### src/rtl/dts_pkg.sv
// Shared types for the two-vector delay test sequencer.
package dts_pkg;

    // Controller phases, in the order a test from idle visits them.
    typedef enum logic [2:0] {
        ST_IDLE    = 3'd0,
        ST_LOAD    = 3'd1,
        ST_LAUNCH  = 3'd2,
        ST_CAPTURE = 3'd3,
        ST_UNLOAD  = 3'd4,
        ST_HOLD    = 3'd5
    } dts_state_e;

    // Way the second vector is generated.
    typedef enum logic {
        LM_SHIFT = 1'b0,
        LM_FUNC  = 1'b1
    } dts_mode_e;

endpackage

### src/rtl/dts_scan_reg.sv
// Bank of W mux-D scan flip-flops.
// Each bit selects its serial neighbour when se is high and its functional
// input otherwise. Bit 0 takes si, and bit i takes bit i-1. en low holds the
// whole bank. Assumes a synchronous active-low reset.
module dts_scan_reg #(
    parameter int W = 8
) (
    input  logic         clk,
    input  logic         rst_n,
    input  logic         en,
    input  logic         se,
    input  logic         si,
    input  logic [W-1:0] d,
    output logic [W-1:0] q
);

    for (genvar g = 0; g < W; g++) begin : g_cell
        logic ser_d;
        logic bit_q;

        if (g == 0) begin : g_head
            assign ser_d = si;
        end else begin : g_link
            assign ser_d = q[g-1];
        end

        // One scan cell: the mux in front of D, then the flop.
        always_ff @(posedge clk) begin
            if (!rst_n)
                bit_q <= 1'b0;
            else if (en)
                bit_q <= se ? ser_d : d[g];
        end

        assign q[g] = bit_q;
    end

endmodule

### src/rtl/dts_ctrl.sv
// Sequencer for a two-vector delay test.
// From idle it goes: load (TOT shifts), launch, capture, unload (TOT shifts),
// hold. A start in hold goes straight to launch. The mode is latched on each
// accepted start. Assumes TOT >= 2 and a synchronous active-low reset.
module dts_ctrl
    import dts_pkg::*;
#(
    parameter int TOT = 16
) (
    input  logic       clk,
    input  logic       rst_n,
    input  logic       start_i,
    input  logic       mode_i,
    output logic       se_o,
    output logic       en_launch_o,
    output logic       en_cap_o,
    output logic       done_o,
    output dts_state_e st_o,
    output dts_mode_e  mode_o
);

    localparam int CNT_W = $clog2(TOT);
    localparam logic [CNT_W-1:0] CNT_LAST = CNT_W'(TOT - 1);

    dts_state_e       st_q;
    dts_mode_e        mode_q;
    logic [CNT_W-1:0] cnt_q;
    logic             cnt_last;

    assign cnt_last = (cnt_q == CNT_LAST);

    // Phase register, shift counter and latched mode.
    always_ff @(posedge clk) begin
        if (!rst_n) begin
            st_q   <= ST_IDLE;
            cnt_q  <= '0;
            mode_q <= LM_SHIFT;
        end else begin
            case (st_q)
                ST_IDLE: begin
                    if (start_i) begin
                        st_q   <= ST_LOAD;
                        cnt_q  <= '0;
                        mode_q <= dts_mode_e'(mode_i);
                    end
                end
                ST_LOAD: begin
                    if (cnt_last) begin
                        st_q  <= ST_LAUNCH;
                        cnt_q <= '0;
                    end else begin
                        cnt_q <= cnt_q + 1'b1;
                    end
                end
                ST_LAUNCH:  st_q <= ST_CAPTURE;
                ST_CAPTURE: begin
                    st_q  <= ST_UNLOAD;
                    cnt_q <= '0;
                end
                ST_UNLOAD: begin
                    if (cnt_last) begin
                        st_q  <= ST_HOLD;
                        cnt_q <= '0;
                    end else begin
                        cnt_q <= cnt_q + 1'b1;
                    end
                end
                ST_HOLD: begin
                    if (start_i) begin
                        st_q   <= ST_LAUNCH;
                        mode_q <= dts_mode_e'(mode_i);
                    end
                end
                default: st_q <= ST_IDLE;
            endcase
        end
    end

    // Per-phase scan-enable and bank enables.
    always_comb begin
        se_o        = 1'b0;
        en_launch_o = 1'b1;
        en_cap_o    = 1'b1;
        case (st_q)
            ST_LOAD, ST_UNLOAD: se_o = 1'b1;
            ST_LAUNCH: begin
                se_o     = (mode_q == LM_SHIFT);
                en_cap_o = 1'b0;
            end
            ST_CAPTURE: en_launch_o = 1'b0;
            ST_HOLD: begin
                en_launch_o = 1'b0;
                en_cap_o    = 1'b0;
            end
            default: ;
        endcase
    end

    assign done_o = (st_q == ST_HOLD);
    assign st_o   = st_q;
    assign mode_o = mode_q;

endmodule

### src/rtl/dly2v_scan_seq.sv
// Two-vector delay test sequencer: a launch bank and a capture bank of scan
// flip-flops joined into one serial chain, run by dts_ctrl. The cone under
// test sits outside, between launch_q_o and dn_data_i. Assumes LW, CW >= 2.
module dly2v_scan_seq
    import dts_pkg::*;
#(
    parameter int LW = 8,
    parameter int CW = 8
) (
    input  logic          clk,
    input  logic          rst_n,
    input  logic          start_i,
    input  logic          mode_i,
    input  logic          scan_in_i,
    output logic          scan_out_o,
    output logic          scan_en_o,
    output logic          done_o,
    input  logic [LW-1:0] up_data_i,
    output logic [LW-1:0] launch_q_o,
    input  logic [CW-1:0] dn_data_i,
    output logic [CW-1:0] capture_q_o
);

    localparam int TOT = LW + CW;

    logic       se_w;
    logic       en_l_w;
    logic       en_c_w;
    dts_state_e st_w;
    dts_mode_e  mode_q_w;

    dts_ctrl #(.TOT(TOT)) u_ctrl (
        .clk         (clk),
        .rst_n       (rst_n),
        .start_i     (start_i),
        .mode_i      (mode_i),
        .se_o        (se_w),
        .en_launch_o (en_l_w),
        .en_cap_o    (en_c_w),
        .done_o      (done_o),
        .st_o        (st_w),
        .mode_o      (mode_q_w)
    );

    dts_scan_reg #(.W(LW)) u_launch (
        .clk   (clk),
        .rst_n (rst_n),
        .en    (en_l_w),
        .se    (se_w),
        .si    (scan_in_i),
        .d     (up_data_i),
        .q     (launch_q_o)
    );

    dts_scan_reg #(.W(CW)) u_capture (
        .clk   (clk),
        .rst_n (rst_n),
        .en    (en_c_w),
        .se    (se_w),
        .si    (launch_q_o[LW-1]),
        .d     (dn_data_i),
        .q     (capture_q_o)
    );

    assign scan_en_o  = se_w;
    assign scan_out_o = capture_q_o[CW-1];

endmodule

### config.mk
export PLATFORM = sky130hd
export DESIGN_NAME = dly2v_scan_seq
export DESIGN_NICKNAME = d
export VERILOG_FILES = /design/src/rtl/dts_pkg.sv /design/src/rtl/dts_scan_reg.sv /design/src/rtl/dts_ctrl.sv /design/src/rtl/dly2v_scan_seq.sv
export SDC_FILE = /design/constraint.sdc
export NUM_CORES = 1
export LEC_CHECK = 0
export BUFFER_PORTS_ARGS = -buffer_cell sky130_fd_sc_hd__clkbuf_2
export CAP_MARGIN = 15
export CELL_PAD_IN_SITES_DETAIL_PLACEMENT = 1
export CELL_PAD_IN_SITES_GLOBAL_PLACEMENT = 1
export CORE_ASPECT_RATIO = 0.8
export CORE_MARGIN = 2
export CORE_UTILIZATION = 40
export CTS_CLUSTER_SIZE = 16
export DETAILED_ROUTE_END_ITERATION = 10
export PLACE_DENSITY = 0.79
export SLEW_MARGIN = 25
export SYNTH_ARGS = -nofsm -noshare
export SYNTH_HDL_FRONTEND = slang
export SYNTH_SLANG_ARGS = --single-unit
export TNS_END_PERCENT = 50
### constraint.sdc
create_clock -name clk -period 1.75 [get_ports clk]
set_input_delay 0.4375 -clock clk [delete_from_list [all_inputs] [get_ports clk]]
set_output_delay 0.4375 -clock clk [all_outputs]
set_load 0.005 [all_outputs]
==> results of run 1 <==
==> per-layer routing <==
layer / vias up / track usage [%]
met3: 2 / 3.92
met4: 0 / 3.41
met2: 37 / 30.9
met1: 783 / 28.2
met5: - / 0
li1: 768 / -
==> metrics by stage <==
stage               utilization [%]  cell area, um2  worst slack, ns  hold slack, ns
detailed placement             45.4            1870            0.173           0.493
CTS                            47.2            1950           0.0114           0.410
floorplan                         -            1700            0.241           0.461
global route                   48.3            1990          0.00444           0.416
global placement               45.4            1870            0.222           0.488
finish                         48.3            1990           0.0518           0.414
==> logic make-up after synthesis <==
family                   after synthesis  share of synthesized area [%]
AO/OA/AOI/OAI                         57                           25.9
XOR/XNOR                               3                           1.54
adder cells (fa/ha/maj)                1                          0.735
buffers and inverters                 40                           14.1
flip-flops                            24                           28.2
multiplexers                          22                           13.6
AND/OR/NAND/NOR                       45                           15.9
==> worst max-delay path, cell delays in order (launching register included) <==
cell,delay (ns)
dfxtp_4,0.38
nor2b_1,0.18
o31ai_4,0.25
inv_1,0.07
clkbuf_2,0.11
==> synth_stat cells, types with 4 or more instances <==
| library cell | instances | share of area, % |
|---|---|---|
| nand3_1 | 5 | 1.5 |
| buf_4 | 18 | 7.9 |
| nor3b_1 | 7 | 3.1 |
| a211oi_1 | 8 | 3.5 |
| mux2_2 | 7 | 4.6 |
| a21oi_1 | 5 | 1.5 |
| nor2b_1 | 4 | 1.5 |
| a221oi_1 | 4 | 2.1 |
| o31a_1 | 8 | 4.1 |
| dfxtp_1 | 24 | 28 |
| buf_2 | 6 | 1.8 |
| inv_1 | 6 | 1.3 |
| mux2i_1 | 13 | 7.6 |
| or3_1 | 4 | 1.5 |
| o221a_1 | 5 | 3.3 |
| nand2b_1 | 4 | 1.5 |
| nor2_1 | 4 | 0.88 |
| clkbuf_1 | 4 | 0.88 |
| o21ai_0 | 7 | 2.1 |
==> what timing repair did <==
action                     in CTS  in global routing
gates resized for setup         2                  5
pin swaps                       1                  1
gates cloned                    0                  0
buffers inserted                0                  3
setup endpoints to repair       2                  2
==> area by class of cell <==
type                    instances  area share (%)
repair buffers                 55            16.5
multi-input cells             128            50.2
clock buffers                   3            2.07
flip-flops and latches         24            24.5
well taps                      57            3.58
clock inverters                 1            1.51
inverters                       9            1.70
==> sequential cells by signal (all words and copies together) (netlist names) <==
register and flops:
u_ctrl.st_o 3, u_launch.g_cell.bit_q 8, u_ctrl.cnt_q 4, u_ctrl.mode_o 1
u_capture.g_cell.bit_q 8
==> power by group <==
group | switching [W] | total, W | internal (W)
clock network | 0.000196 | 0.000502 | 0.000306
logic | 0.000151 | 0.000313 | 0.000162
registers | 0.0000428 | 0.000627 | 0.000584
==> worst paths after layout <==
| path | cells after the start | slack (ns) | endpoint |
|---|---|---|---|
| worst max-delay path | 4 | 0.05 | scan_en_o |
| worst min-delay path | 2 | 0.41 | u_launch.g_cell[5].bit_q$_SDFFE_PN0N_ |
| worst max register to register | 4 | 0.22 | u_ctrl.st_o[0]$_SDFFE_PN0P_ |
| worst min register to register | 2 | 0.50 | u_capture.g_cell[5].bit_q$_SDFFE_PN0N_ |
==> results.txt, run 1 <==
status: finished clean
Main synth FF type: dfxtp_1
minimum clock period: 1.70 ns
Num CTS Buffers: 3
initial DRC count: 93
IO Port Bufs: 39
drt pass-1 iters: 4
Slew headroom: 57.9%
met1 wire length: 2290 um
overall routed net length: 4640 um
nets: 243
Max clock buf depth: 2
vias per std cell: 5.74
Die Height: 62.4 um
fmax: 0.589 GHz
Cell Area, Synth: 1700 um2
DRC errors left: 0
met3 WL: 200 um
die footprint: 4800 um2
Post-synth EDFFs: 0
via count: 1,590
Final setup viols: 0
Die Span X: 77.0 um
DR WL met2: 2130 um
I/O pins: 40
startpoint types: register
Clock Tree Root: clkbuf_8
GRT overflow: 0
Tcrit/Tclk final: 97.0%
Post-DP HPWL: 3260 um
Clock Latency Late Sink: 0.27 ns
GP Congestion: 0.781
multi-input logic area: 1000 um2
CP Max Fanout: 7
Pins Over Slew Limit: 0
CTS tree: done
Antenna diodes: 0
fillers: 507
most common cell after layout, fill and taps aside: clkbuf_2
Initial Utilization: 41.3%
Worst-Margin Slew: 0.627 ns
worst hold path type: in2reg
unrepaired setup endpoints after global routing: no
WP data required: 1.31 ns
top sig layer: met4
Crit Path Category: reg2out
Post-synth ARST share: 0%
Final ANT Viol Nets: 0
Worst-path clk slew: 0.09 ns
worst vdd ir: 0.000441 V
setup TNS: 0 ns
largest net degree at the start of global routing: 35
first-pass GRT wire length: 7670 um
Synth Warn #: 0
vias in the first global route: 1,550
critical path arrival: 1.26 ns
Max Clock Skew: 0.00287 ns
worst reg2reg path startpoint: u_ctrl.cnt_q[1]$_SDFFE_PN0P_
Global Route Usage Sum: 19.7%
Hold Fails Final Rpt: 0
CTS Sinks: 24
share of cells above drive strength 1: 35.0%
Syn Nets: 214
register area share after synthesis: 28.2%
P_leak: 0.826 nW
register area: 488 um2
Post-CTS Hold Fix Bufs: 0
commonest non-fill, non-tap cells in the layout: clkbuf_2 (39), dfxtp_1 (22), buf_4 (15)
Final Power: 0.00144 W
hold path startpoint: up_data_i[5]
Critical path origin: u_ctrl.st_o[0]$_SDFFE_PN0P_
Site Rows: 21
final cell count without fillers: 277
Synth cell types: 50
drt wl/cell: 16.7 um
MaxCap Viol Count: 0
cell count after placement: 270
area grow syn2layout: 17.0%
Syn Area/Cell: 8.87 um2
antenna violations before repair: 0
PwrDens: 724 nW/um2
Core ar.: 4130 um2
Synth Register Bits: 24
# H-tree levels: 1
crit end category: output port
gate count of the mapped netlist: 192
No activity file was read; power rests on OpenSTA's default activity.
==> run 2: changes to the inputs <==
--- a/config.mk
+++ b/config.mk
@@ -11,11 +11,11 @@
 export CELL_PAD_IN_SITES_GLOBAL_PLACEMENT = 1
 export CORE_ASPECT_RATIO = 0.8
 export CORE_MARGIN = 2
-export CORE_UTILIZATION = 40
+export CORE_UTILIZATION = 36
+export CTS_CLUSTER_DIAMETER = 60
 export CTS_CLUSTER_SIZE = 16
 export DETAILED_ROUTE_END_ITERATION = 10
-export PLACE_DENSITY = 0.79
-export SLEW_MARGIN = 25
+export PLACE_DENSITY = 0.75
 export SYNTH_ARGS = -nofsm -noshare
 export SYNTH_HDL_FRONTEND = slang
 export SYNTH_SLANG_ARGS = --single-unit
==> constraint.sdc (replaced) <==
create_clock -name clk -period 1.5 [get_ports clk]
set_input_delay 0.375 -clock clk [delete_from_list [all_inputs] [get_ports clk]]
set_output_delay 0.375 -clock clk [all_outputs]
set_load 0.005 [all_outputs]
==> results.txt, run 2 (same netlist as run 1, synthesis figures left out) <==
largest net degree at the start of global routing: 16 (-54%)
fmax: 0.613 GHz
Die Height: 65.5 um (+5.1%)
Max clock buf depth: 2 (unchanged)
nets: 250 (+2.9%)
WP data required: 1.12 ns (-0.19 ns)
Final ANT Viol Nets: 0 (unchanged)
CTS tree: done
Final setup viols: 1 (+1)
Site Rows: 22 (+4.8%)
unrepaired setup endpoints after global routing: yes
minimum clock period: 1.63 ns
failing checks: negative setup slack
PwrDens: 815 nW/um2 (+13%)
Initial Utilization: 37.3% (-4.0 points)
R2R Setup Slk: 0.05 ns (-0.17 ns)
Flop pwr share: 42.9% (-0.6 points)
drt wl/cell: 16.5 um (-1.5%)
post-route design area: 2090 um2 (+5.2%)
area grow syn2layout: 23.0%
setup ws final: -0.130 ns (-0.182 ns)
CTS Sinks: 24 (unchanged)
final cell count without fillers: 287 (+3.6%)
Num CTS Buffers: 3 (unchanged)
IO Port Bufs: 39 (unchanged)
Post-DP HPWL: 3420 um (+5.0%)
Max Clock Skew: 0.00277 ns (-0.000106 ns)
GP Congestion: 0.785 (+0.55%)
Die Span X: 80.9 um (+5.1%)
cell count after placement: 278 (+3.0%)
cell-internal power: 0.00124 W (+18%)
Worst-Margin Slew: 0.395 ns (-0.232 ns)
Core ar.: 4570 um2 (+11%)
GRT overflow: 0 (unchanged)
die footprint: 5300 um2 (+10%)
status: finished with violations
Slew headroom: 73.7% (+16 points)
overall routed net length: 4730 um (+2.0%)
commonest non-fill, non-tap cells in the layout: clkbuf_2 (39), buf_4 (21), dfxtp_1 (21)
startpoint types: register
P_leak: 0.873 nW (+5.7%)
largest registers: u_capture.g_cell.bit_q (8), u_launch.g_cell.bit_q (8), u_ctrl.cnt_q (4)
Post-DP Area: 1910 um2 (+2.2%)
MaxCap Viol Count: 0 (unchanged)
worst hold path type: in2reg
combinational power share: 22.7% (+1.0 points)
Clock Latency Late Sink: 0.27 ns (about the same)
Clk pwr share: 34.4% (-0.4 points)
register area: 489 um2 (+0.26%)
Clock Tree Root: clkbuf_8
fillers: 568 (+12%)
Final Util: 45.8% (-2.4 points)
Antenna diodes: 0 (unchanged)
via count: 1,596 (+0.38%)
CP Max Fanout: 7 (unchanged)
first-pass GRT wire length: 7960 um (+3.8%)
setup TNS: -0.130 ns (-0.130 ns)
Tcrit/Tclk final: 109%
antenna violations before repair: 0 (unchanged)
Hold Fails Final Rpt: 0 (unchanged)
Global Route Usage Sum: 19.4% (-0.29 points)
# H-tree levels: 1 (unchanged)
critical path arrival: 1.26 ns (about the same)
sw frac: 27.2% (+0.16 points)
drt pass-1 iters: 4 (unchanged)
Crit Path Category: reg2out
I/O pins: 40 (unchanged)
switching power: 0.000464 W (+19%)
crit end category: output port
Pins Over Slew Limit: 0 (unchanged)
multi-input logic area: 1040 um2 (+4.1%)
vias per std cell: 5.56 (-3.1%)
DRC errors left: 0 (unchanged)
most common cell after layout, fill and taps aside: clkbuf_2
Worst-path clk slew: 0.09 ns (about the same)
worst vdd ir: 0.000424 V (-3.7%)
initial DRC count: 84 (-9.7%)
vias in the first global route: 1,583 (+2.1%)
share of cells above drive strength 1: 39.2% (+4.2 points)
==> run 2: cell type report <==
class / count / area share, %
clock inverter: 1 / 1.43
multi-input combinational: 128 / 49.7
tap: 60 / 3.58
sequential: 24 / 23.4
inverter: 9 / 1.61
timing repair buffer: 62 / 18.3
clock buffer: 3 / 1.97
==> run 2: worst paths after layout <==
path,from,endpoint,depth (start not counted)
worst min-delay path,mode_i,u_ctrl.mode_o$_SDFFE_PN0P_,3
worst max register to register,u_ctrl.cnt_q[0]$_SDFFE_PN0P_,u_ctrl.st_o[0]$_SDFFE_PN0P_,4
worst max-delay path,u_ctrl.st_o[1]$_SDFFE_PN0P_,scan_en_o,5
worst min register to register,u_capture.g_cell[5].bit_q$_SDFFE_PN0N_,u_capture.g_cell[5].bit_q$_SDFFE_PN0N_,2
==> run 2: per-stage QoR <==
| stage | power [W] | setup WS [ns] | hold slack, ns |
|---|---|---|---|
| floorplan | 0.000997 | 0.0531 | 0.461 |
| global placement | 0.00109 | -0.00457 | 0.490 |
| detailed placement | 0.00110 | -0.0529 | 0.505 |
| CTS | 0.00172 | -0.114 | 0.329 |
| global route | 0.00179 | -0.201 | 0.348 |
| finish | 0.00171 | -0.130 | 0.333 |
==> run 2: power by group through the flow <==
stage | logic (W) | clock network (W) | registers [W]
after detailed placement | 0.000358 | 0 | 0.000747
after global placement | 0.000349 | 0 | 0.000745
final | 0.000388 | 0.000587 | 0.000732
after global routing | 0.000426 | 0.000628 | 0.000740
after CTS | 0.000382 | 0.000608 | 0.000732
after floorplan | 0.000266 | 0 | 0.000731
==> run 2: critical path, cell delays in order (launching register included) <==
cell	delay (ns)
dfxtp_2	0.38
buf_4	0.16
o21ai_4	0.17
o31ai_4	0.09
inv_1	0.07
clkbuf_2	0.11
==> run 2: routing by layer <==
layer	track usage, %	vias to the layer above	wire length, um
li1	-	786	-
met2	31.5	28	2220
met4	3.81	0	17
met1	26.8	780	2340
met5	0	-	0
met3	3.57	2	147
==> run 2: timing repair <==
action	CTS	global route
setup endpoints to repair	9	12
hold buffers	0	0
buffers inserted	5	0
gates cloned	0	0
pin swaps	2	1
gates resized for setup	14	3
hold endpoints to repair	0	0
